===== src/rtl/sar_pkg.sv =====
package sar_pkg;
  typedef enum logic [1:0] {
    ST_IDLE = 2'd0,
    ST_LOAD = 2'd1,
    ST_CONV = 2'd2
  } sar_state_t;

  localparam logic ADDR_CSR  = 1'b0;
  localparam logic ADDR_DATA = 1'b1;

  localparam int CSR_FLAG_BIT = 7;
  localparam int CSR_EN_BIT   = 5;
endpackage


===== src/rtl/sar_tick_gen.sv =====
module sar_tick_gen #(
  parameter int DIV = 4
) (
  input  logic clk,
  input  logic rst_n,
  input  logic run,
  output logic tick
);
  localparam int CW = (DIV > 1) ? $clog2(DIV) : 1;

  logic [CW-1:0] cnt_q;

  assign tick = run && (cnt_q == CW'(DIV - 1));

  always_ff @(posedge clk or negedge rst_n) begin
    if (!rst_n)      cnt_q <= '0;
    else if (!run)   cnt_q <= '0;
    else if (tick)   cnt_q <= '0;
    else             cnt_q <= cnt_q + 1'b1;
  end

  // two ticks are never adjacent when the division ratio exceeds one
  assert_tick_spacing_R1: assert property (@(posedge clk) disable iff (!rst_n)
    (DIV > 1 && tick) |=> !tick);
endmodule


===== src/rtl/sar_core.sv =====
module sar_core
  import sar_pkg::*;
#(
  parameter int RES_W      = 8,
  parameter int LOAD_TICKS = 4
) (
  input  logic             clk,
  input  logic             rst_n,
  input  logic             run,
  input  logic             tick,
  input  logic             cmp_above,
  output logic             sh_load,
  output logic             sh_hold,
  output logic [RES_W-1:0] dac_code,
  output logic             done,
  output logic [RES_W-1:0] result
);
  localparam int LCW = (LOAD_TICKS > 1) ? $clog2(LOAD_TICKS) : 1;
  localparam int BIW = (RES_W > 1) ? $clog2(RES_W) : 1;

  sar_state_t       state_q;
  logic [LCW-1:0]   load_cnt_q;
  logic [BIW-1:0]   bit_idx_q;
  logic [RES_W-1:0] trial_q;

  assign sh_load  = (state_q == ST_LOAD);
  assign sh_hold  = (state_q == ST_CONV);
  assign dac_code = trial_q;
  assign done     = run && tick && (state_q == ST_CONV) && (bit_idx_q == '0);

  always_comb begin
    result    = trial_q;
    result[0] = cmp_above;
  end

  always_ff @(posedge clk or negedge rst_n) begin
    if (!rst_n) begin
      state_q    <= ST_IDLE;
      load_cnt_q <= '0;
      bit_idx_q  <= '0;
      trial_q    <= '0;
    end else if (!run) begin
      state_q    <= ST_IDLE;
      load_cnt_q <= '0;
      bit_idx_q  <= '0;
      trial_q    <= '0;
    end else begin
      case (state_q)
        ST_IDLE: begin
          state_q    <= ST_LOAD;
          load_cnt_q <= '0;
        end
        ST_LOAD: begin
          if (tick) begin
            if (load_cnt_q == LCW'(LOAD_TICKS - 1)) begin
              state_q   <= ST_CONV;
              bit_idx_q <= BIW'(RES_W - 1);
              trial_q   <= RES_W'(1) << (RES_W - 1);
            end else begin
              load_cnt_q <= load_cnt_q + 1'b1;
            end
          end
        end
        ST_CONV: begin
          if (tick) begin
            trial_q[bit_idx_q] <= cmp_above;
            if (bit_idx_q == '0) begin
              state_q    <= ST_LOAD;
              load_cnt_q <= '0;
            end else begin
              bit_idx_q              <= bit_idx_q - 1'b1;
              trial_q[bit_idx_q - 1'b1] <= 1'b1;
            end
          end
        end
        default: state_q <= ST_IDLE;
      endcase
    end
  end

  assert_exclusive_lines_R3: assert property (@(posedge clk) disable iff (!rst_n)
    !(sh_load && sh_hold));

  assert_abort_idle_R8: assert property (@(posedge clk) disable iff (!rst_n)
    !run |=> (!sh_load && !sh_hold));

  assert_msb_first_R4: assert property (@(posedge clk) disable iff (!rst_n)
    $rose(sh_hold) |-> (dac_code == (RES_W'(1) << (RES_W - 1))));

  assert_step_on_tick_R1: assert property (@(posedge clk) disable iff (!rst_n)
    (sh_hold && run && !tick) |=> $stable(dac_code));
endmodule


===== src/rtl/sar_regs.sv =====
module sar_regs
  import sar_pkg::*;
#(
  parameter int RES_W = 8,
  parameter int CH_W  = 4
) (
  input  logic             clk,
  input  logic             rst_n,
  input  logic             wr_en,
  input  logic             rd_en,
  input  logic             addr,
  input  logic [7:0]       wdata,
  input  logic             done,
  input  logic [RES_W-1:0] result,
  output logic [7:0]       rdata,
  output logic             run,
  output logic [CH_W-1:0]  ch
);
  logic             en_q;
  logic             flag_q;
  logic [CH_W-1:0]  ch_q;
  logic [RES_W-1:0] data_q;
  logic             csr_wr;
  logic             data_rd;
  logic             unused_wbits;

  assign csr_wr       = wr_en && (addr == ADDR_CSR);
  assign data_rd      = rd_en && (addr == ADDR_DATA);
  assign unused_wbits = ^{wdata[7:6], wdata[4]};

  always_ff @(posedge clk or negedge rst_n) begin
    if (!rst_n) begin
      en_q <= 1'b0;
      ch_q <= '0;
    end else if (csr_wr) begin
      en_q <= wdata[CSR_EN_BIT];
      ch_q <= wdata[CH_W-1:0];
    end
  end

  always_ff @(posedge clk or negedge rst_n) begin
    if (!rst_n)                  flag_q <= 1'b0;
    else if (done)               flag_q <= 1'b1;
    else if (csr_wr || data_rd)  flag_q <= 1'b0;
  end

  always_ff @(posedge clk or negedge rst_n) begin
    if (!rst_n)     data_q <= '0;
    else if (done)  data_q <= result;
  end

  always_comb begin
    rdata = '0;
    if (addr == ADDR_CSR) begin
      rdata[CSR_FLAG_BIT] = flag_q;
      rdata[CSR_EN_BIT]   = en_q;
      rdata[CH_W-1:0]     = ch_q;
    end else begin
      rdata = 8'(data_q);
    end
  end

  assign run = en_q;
  assign ch  = ch_q;

  assert_flag_on_store_R7: assert property (@(posedge clk) disable iff (!rst_n)
    done |=> flag_q);

  assert_flag_cleared_R7: assert property (@(posedge clk) disable iff (!rst_n)
    (csr_wr && !done) |=> !flag_q);

  assert_data_kept_R8: assert property (@(posedge clk) disable iff (!rst_n)
    !done |=> $stable(data_q));
endmodule


===== src/rtl/sar_adc_seq.sv =====
module sar_adc_seq #(
  parameter int DIV        = 4,
  parameter int LOAD_TICKS = 4,
  parameter int RES_W      = 8,
  parameter int CH_W       = 4
) (
  input  logic             clk,
  input  logic             rst_n,
  input  logic             reg_wr_en,
  input  logic             reg_rd_en,
  input  logic             reg_addr,
  input  logic [7:0]       reg_wdata,
  output logic [7:0]       reg_rdata,
  output logic [CH_W-1:0]  ch_sel,
  output logic             sh_load,
  output logic             sh_hold,
  output logic [RES_W-1:0] dac_code,
  input  logic             cmp_above
);
  logic             run;
  logic             tick;
  logic             done;
  logic [RES_W-1:0] result;

  sar_tick_gen #(.DIV(DIV)) u_tick (
    .clk   (clk),
    .rst_n (rst_n),
    .run   (run),
    .tick  (tick)
  );

  sar_core #(.RES_W(RES_W), .LOAD_TICKS(LOAD_TICKS)) u_core (
    .clk       (clk),
    .rst_n     (rst_n),
    .run       (run),
    .tick      (tick),
    .cmp_above (cmp_above),
    .sh_load   (sh_load),
    .sh_hold   (sh_hold),
    .dac_code  (dac_code),
    .done      (done),
    .result    (result)
  );

  sar_regs #(.RES_W(RES_W), .CH_W(CH_W)) u_regs (
    .clk    (clk),
    .rst_n  (rst_n),
    .wr_en  (reg_wr_en),
    .rd_en  (reg_rd_en),
    .addr   (reg_addr),
    .wdata  (reg_wdata),
    .done   (done),
    .result (result),
    .rdata  (reg_rdata),
    .run    (run),
    .ch     (ch_sel)
  );
endmodule


===== config.mk =====
export PLATFORM = sky130hd
export DESIGN_NAME = sar_adc_seq
export DESIGN_NICKNAME = d
export VERILOG_FILES = /design/src/rtl/sar_pkg.sv /design/src/rtl/sar_tick_gen.sv /design/src/rtl/sar_core.sv /design/src/rtl/sar_regs.sv /design/src/rtl/sar_adc_seq.sv
export SDC_FILE = /design/constraint.sdc
export NUM_CORES = 1
export LEC_CHECK = 0
export ABC_AREA = 1
export CAP_MARGIN = 30
export CORE_MARGIN = 2
export CORE_UTILIZATION = 40
export CTS_CLUSTER_DIAMETER = 200
export DETAILED_ROUTE_END_ITERATION = 10
export DONT_BUFFER_PORTS = 1
export HOLD_SLACK_MARGIN = 0.08
export PLACE_DENSITY = 0.58
export SYNTH_ARGS = -nofsm -noshare
export SYNTH_HDL_FRONTEND = slang
export SYNTH_SLANG_ARGS = --single-unit

===== constraint.sdc =====
create_clock -name clk -period 3.3 [get_ports clk]
set_input_delay 0.33 -clock clk [delete_from_list [all_inputs] [get_ports clk]]
set_output_delay 0.33 -clock clk [all_outputs]
set_load 0.05 [all_outputs]

; ---- Word level (Yosys, flattened, before mapping)
; Index checks and enable logic that the tools add are counted.
[op_classes]
n_addsub = 3
mux = 38
n_lt_le_gt_ge = 4
bitwise = 2
reduce_logical = 16
n_eq_ne = 12
[op_table]
columns = operator, count
row1 = 8-bit 2-to-1 mux, 5
row2 = 2-bit 2-to-1 mux, 12
row3 = 3-bit != test (second input constant), 7
row4 = 8-bit one-hot mux with 2 select lines, 1
row5 = 3-bit 2-to-1 mux, 5
row6 = 2-bit one-hot mux with 3 select lines, 2
row7 = 5-bit AND reduction, 2
row8 = 8-bit bitwise mux, 1
row9 = 1-bit logical AND, 8
row10 = 3-bit by 4-bit less-than comparator with 1-bit output (second input constant), 2
row11 = 1-bit 2-to-1 mux, 8
row12 = 8-bit OR, 1
row13 = 4-bit AND reduction, 2
row14 = 1-bit demux with 3-bit select, 2
row15 = 2-bit == test (second input constant), 3
row16 = 3-bit by 1-bit >= comparator with 1-bit output (second input constant), 2
row17 = 3-bit one-hot mux with 2 select lines, 1
row18 = 2-bit by 1-bit adder with 2-bit output (second input constant), 2
row19 = 4-bit 2-to-1 mux, 1
row20 = 4-bit != test (second input constant), 1
row21 = 3-bit logical NOT, 1
row22 = 3-bit by 1-bit subtractor with 3-bit output (second input constant), 1
row23 = 2-bit by 1-bit == test with 1-bit output (second input constant), 1
row24 = 2-bit logical NOT, 1
row25 = other kinds (3), 3
[totals]
out_inout_bits = 22
regBits = 31

; ---- Longest topological paths before layout
[depth]
depth_word = 10
ltp_mapped = 10
ltp_nobuf = 10

; ---- Modules after synthesis
; From an unflattened synthesis, not the netlist that was laid out.
[hier_totals]
hier_cells = 251
hier_area_um2 = 1849.3
[by_module_without_submodules]
columns = module, seq_area_each_um2, cells_each, instances, area_each_um2
row1 = sar_core, 375.4, 163, 1, 1134.8
row2 = sar_regs, 350.3, 78, 1, 625.6
row3 = sar_tick_gen, 50.0, 10, 1, 88.8

; ---- Least setup slack after synthesis
; Ideal clock, no wire load.
[synth_path]
path_type = input port to output port
startpoint = input reg_addr
endpoint = output reg_rdata[5]
t_required_ps = 2970
path_buffers = 1
arrival_ps = 1631
slack_ps = 1339
stages = 2
path_cell_list = clkbuf_1 o21ai_0
[synth_between]
elab_chain_len = 1
[synth_lines]
columns = item, line
row1 = from (decl), sar_adc_seq.sv:11  ; input logic reg_addr,
row2 = 1-bit 2-to-1 mux, sar_regs.sv:54  ; if (addr == ADDR_CSR) begin
row3 = to (decl), sar_adc_seq.sv:13  ; output logic [7:0] reg_rdata,
; Every way passes these cells.

; ---- Worst setup path after layout
[layout_path]
startpoint = register u_regs.en_q, in the netlist u_regs.run
endpoint = output reg_rdata[5]
[layout_between]
elab_chain_len = 1
[layout_lines]
columns = item, line
row1 = from (decl), sar_regs.sv:19  ; logic en_q;
row2 = from (signal assigned), sar_regs.sv:36  ; en_q <= wdata[CSR_EN_BIT];
row3 = 1-bit 2-to-1 mux, sar_regs.sv:54
; Every way passes these cells.

==> flow_metrics.tcl <==
set metrics [dict create \
    route.detailed.drc 0 \
    synth_cells 244 \
    synth_seq_cells 31 \
    synth_fa_ha_area_share_pct 5.51 \
    finalWirelength_um 3660 \
    synthXorXnorAreaFrac_pct 0 \
    clock_latency_ns 0.28 \
    hold_path_class "input port to flip-flop" \
    rrSetupSlack_ns 1.42 \
    post_cts_resized 0 \
    first_pass_iters 4 \
    tritoncts "built" \
    clkTransAtPathRegs_ns 0.07 \
    io_buffers 0 \
    synth_edf_count 0 \
    synthesis.area_um2 1820 \
    relSlewSlack_pct 33.9 \
    die_h_um 71.4 \
    synth-main-ff-cell "dfrtp_1" \
    r2r_cells 8 \
    ioPinCount 36 \
    syn_to_final_growth_pct 9.64 \
    wl_per_cell_um 12.1 \
    grt_pass1_vias 1373 \
    crit_fanout 8 \
    hold_start "reg_wdata[0]" \
    fmax_mhz 461 \
    max_stage_delay_ns 0.81 \
    synth_top_cells_by_area "dfrtp_1 (43%), nand2_1 (22%), o21ai_0 (7.7%)" \
    die_area_um2 5100 \
    grt_usage_pct 15.9 \
    grt_max_degree 32 \
    rsz0062_at_grt "no" \
    gp_congestion 0.915 \
    yosysWarnings 0 \
    synth_top_area_share_pct 42.7 \
    yosysTopAreaCell "dfrtp_1" \
    grt.overflow.total 0 \
    hold_viol 0 \
    synth_top_family_by_area "simple AND/OR/NAND/NOR gates" \
    power_leakage_nw 1.09 \
    syn_area_per_cell_um2 7.45 \
    yosysMostFrequentCell "nand2_1" \
    cp.required_ns 2.97 \
    row_count 24 \
    dr.first_iter.drc_count 54 \
    synth_common_cells "nand2_1 (107), dfrtp_1 (31), inv_1 (28), o21ai_0 (28), nand3_1 (14)" \
    critPathLaunch "u_regs.run" \
    async_flop_share_pct 100 \
    syn-num-nets 266 \
    critPathKind "flip-flop to primary output" \
    grt_pass1_wl_um 6260 \
    drive_gt1_share_pct 8.40 \
    antenna_found_initial 0 \
    postRouteAntennaNets 0 \
    p_total_mw 1.48 \
    path_cells "inv_1 > o21ai_1" \
    viasPerCell 4.79 \
    initial_core_util_pct 41.7 \
    status "complete, no violations" \
    cts_buffer_depth 2 \
    cp-end-kind "primary output" \
    core_area_um2 4350 \
    cts_htree_levels 2 \
    synth-simple-area-share_pct 36.0 \
    slowest_stage "o21ai_1" \
    timing.rr.end "u_core.bit_idx_q[2]" \
    yosysUniqueCellTypes 21 \
    startpoint_type "flip-flop" \
    via_count 1446 \
    period_share_pct 65.7 \
    yosysSeqAreaShare_pct 42.7 \
    final-max-slew-violation-count 0 \
    min_to "u_regs.ch[0]" \
    n_antenna_cell 0 \
    setup_tns_ns 0 \
    ir_drop_mv 0.346 \
    p_per_area_nw_per_um2 743 \
    finalClockSkew_ns 0.00515 \
    cts_made_buffers 5 \
    synth_compound_gate_area_share_pct 7.71 \
    fin_crit_ns 2.17 \
    dpl.hpwl_um 2700 \
    hold_path_depth 2 \
    r2r_start "u_core.state_q[0]" \
    synthMuxAreaShare_pct 0 \
    worst_slew_pin_slew_ns 0.985 \
    finalSetupViolations 0 \
    die_width_um 71.4 \
    critPathArrivalTime_ns 1.84 \
    root_buffer "clkbuf_8" \
    clock-sinks 31 \
    nets 271 \
    max_cap_viol_count 0 \
]
-- cell type report --
| cell class | count | area (µm²) |
|---|---|---|
| flip-flops and latches | 31 | 776 |
| clock inverters | 2 | 35.0 |
| multi-input cells | 180 | 895 |
| repair buffers | 2 | 30.0 |
| clock buffers | 6 | 82.6 |
| inverters | 29 | 109 |
| fillers | 439 | 2360 |
| well taps | 52 | 65.1 |
-- kinds of logic (layout without fill, tap and decap cells) --
group,count (synthesis),count (layout)
simple gates,144,144
flops,31,31
fa+ha+maj,8,8
compound gates,28,28
buf+inv,33,39
-- worst max-delay path, delay by kind of cell, from the launching register on --
family | cells | cell delay, ns
AOI/OAI and AO/OA | 1 | 0.81
DFF | 1 | 0.55
buffers and inverters | 1 | 0.20
-- worst max-delay path by stage --
stage	end	slack, ns	cells past startpoint
2_1_floorplan	reg_rdata[5]	1.34	2
3_3_place_gp	u_core.bit_idx_q[2]	1.43	8
3_5_place_dp	u_core.bit_idx_q[2]	1.41	8
4_1_cts	reg_rdata[5]	1.12	2
5_1_grt	reg_rdata[5]	1.02	2
6_report	reg_rdata[5]	1.13	2
-- report_power, final --
| part | leakage, nW | total (mW) | internal, mW | switching, mW |
|---|---|---|---|---|
| Sequential | 0.413 | 0.548 | 0.430 | 0.119 |
| Combinational | 0.617 | 0.545 | 0.162 | 0.382 |
| Clock | 0.0612 | 0.388 | 0.244 | 0.144 |
| Total | 1.09 | 1.48 | 0.836 | 0.645 |
-- registers in the layout, indices dropped and copies added (netlist names) --
name and count:
u_core.dac_code 8, u_core.state_q 2, u_regs.run 1, u_regs.data_q 8
u_regs.flag_q 1, u_tick.cnt_q 2, u_core.bit_idx_q 3, u_regs.ch 4
u_core.load_cnt_q 2
-- through the flow --
| stage | hold WS (ns) | setup slack (ns) | util [%] | cell area (µm²) | cells |
|---|---|---|---|---|---|
| detailed placement | 0.0351 | 1.41 | 42.4 | 1840 | 292 |
| floorplan | 0.0344 | 1.34 | - | 1820 | 244 |
| CTS | 0.158 | 1.12 | 45.7 | 1990 | 302 |
| global route | 0.160 | 1.02 | 45.7 | 1990 | 302 |
| global placement | 0.0351 | 1.43 | 42.4 | 1840 | 292 |
| finish | 0.160 | 1.13 | 45.7 | 1990 | 302 |
-- metal layers --
metal | global-route usage (%) | share of wire (%)
met1 | 20.7 | 48
met2 | 24.9 | 45
met3 | 5.06 | 5.6
met4 | 5.66 | 1.5
met5 | 0 | 0
-- timing repair --
action / 4_1_cts / 5_1_grt
hold endpoints to repair: 31 / 0
hold buffers: 2 / 0
setup buffers: 0 / 0
-- cell usage in the layout, fill, tap and decap left out --
cell / synthesis / final
nor3_1: 1 / 1
nand3_2: 1 / 1
inv_1: 28 / 28
inv_2: 1 / 1
nand4_1: 1 / 1
nand2_4: 1 / 1
dfrtp_1: 31 / 31
nand2_2: 3 / 3
nor2_1: 9 / 9
nand3_4: 1 / 1
o21ai_0: 28 / 27
or2_1: 1 / 1
ha_1: 8 / 8
bufinv_16: 0 / 1
clkinv_2: 0 / 1
nor2_2: 1 / 1
or2_2: 1 / 1
clkbuf_8: 0 / 6
nand2_1: 107 / 107
o21ai_1: 0 / 1
dlygate4sd3_1: 0 / 1
nand3_1: 14 / 14
nor2_8: 2 / 2
nand4_4: 1 / 1
buf_12: 0 / 1
Power figures use the tool's default switching activity.
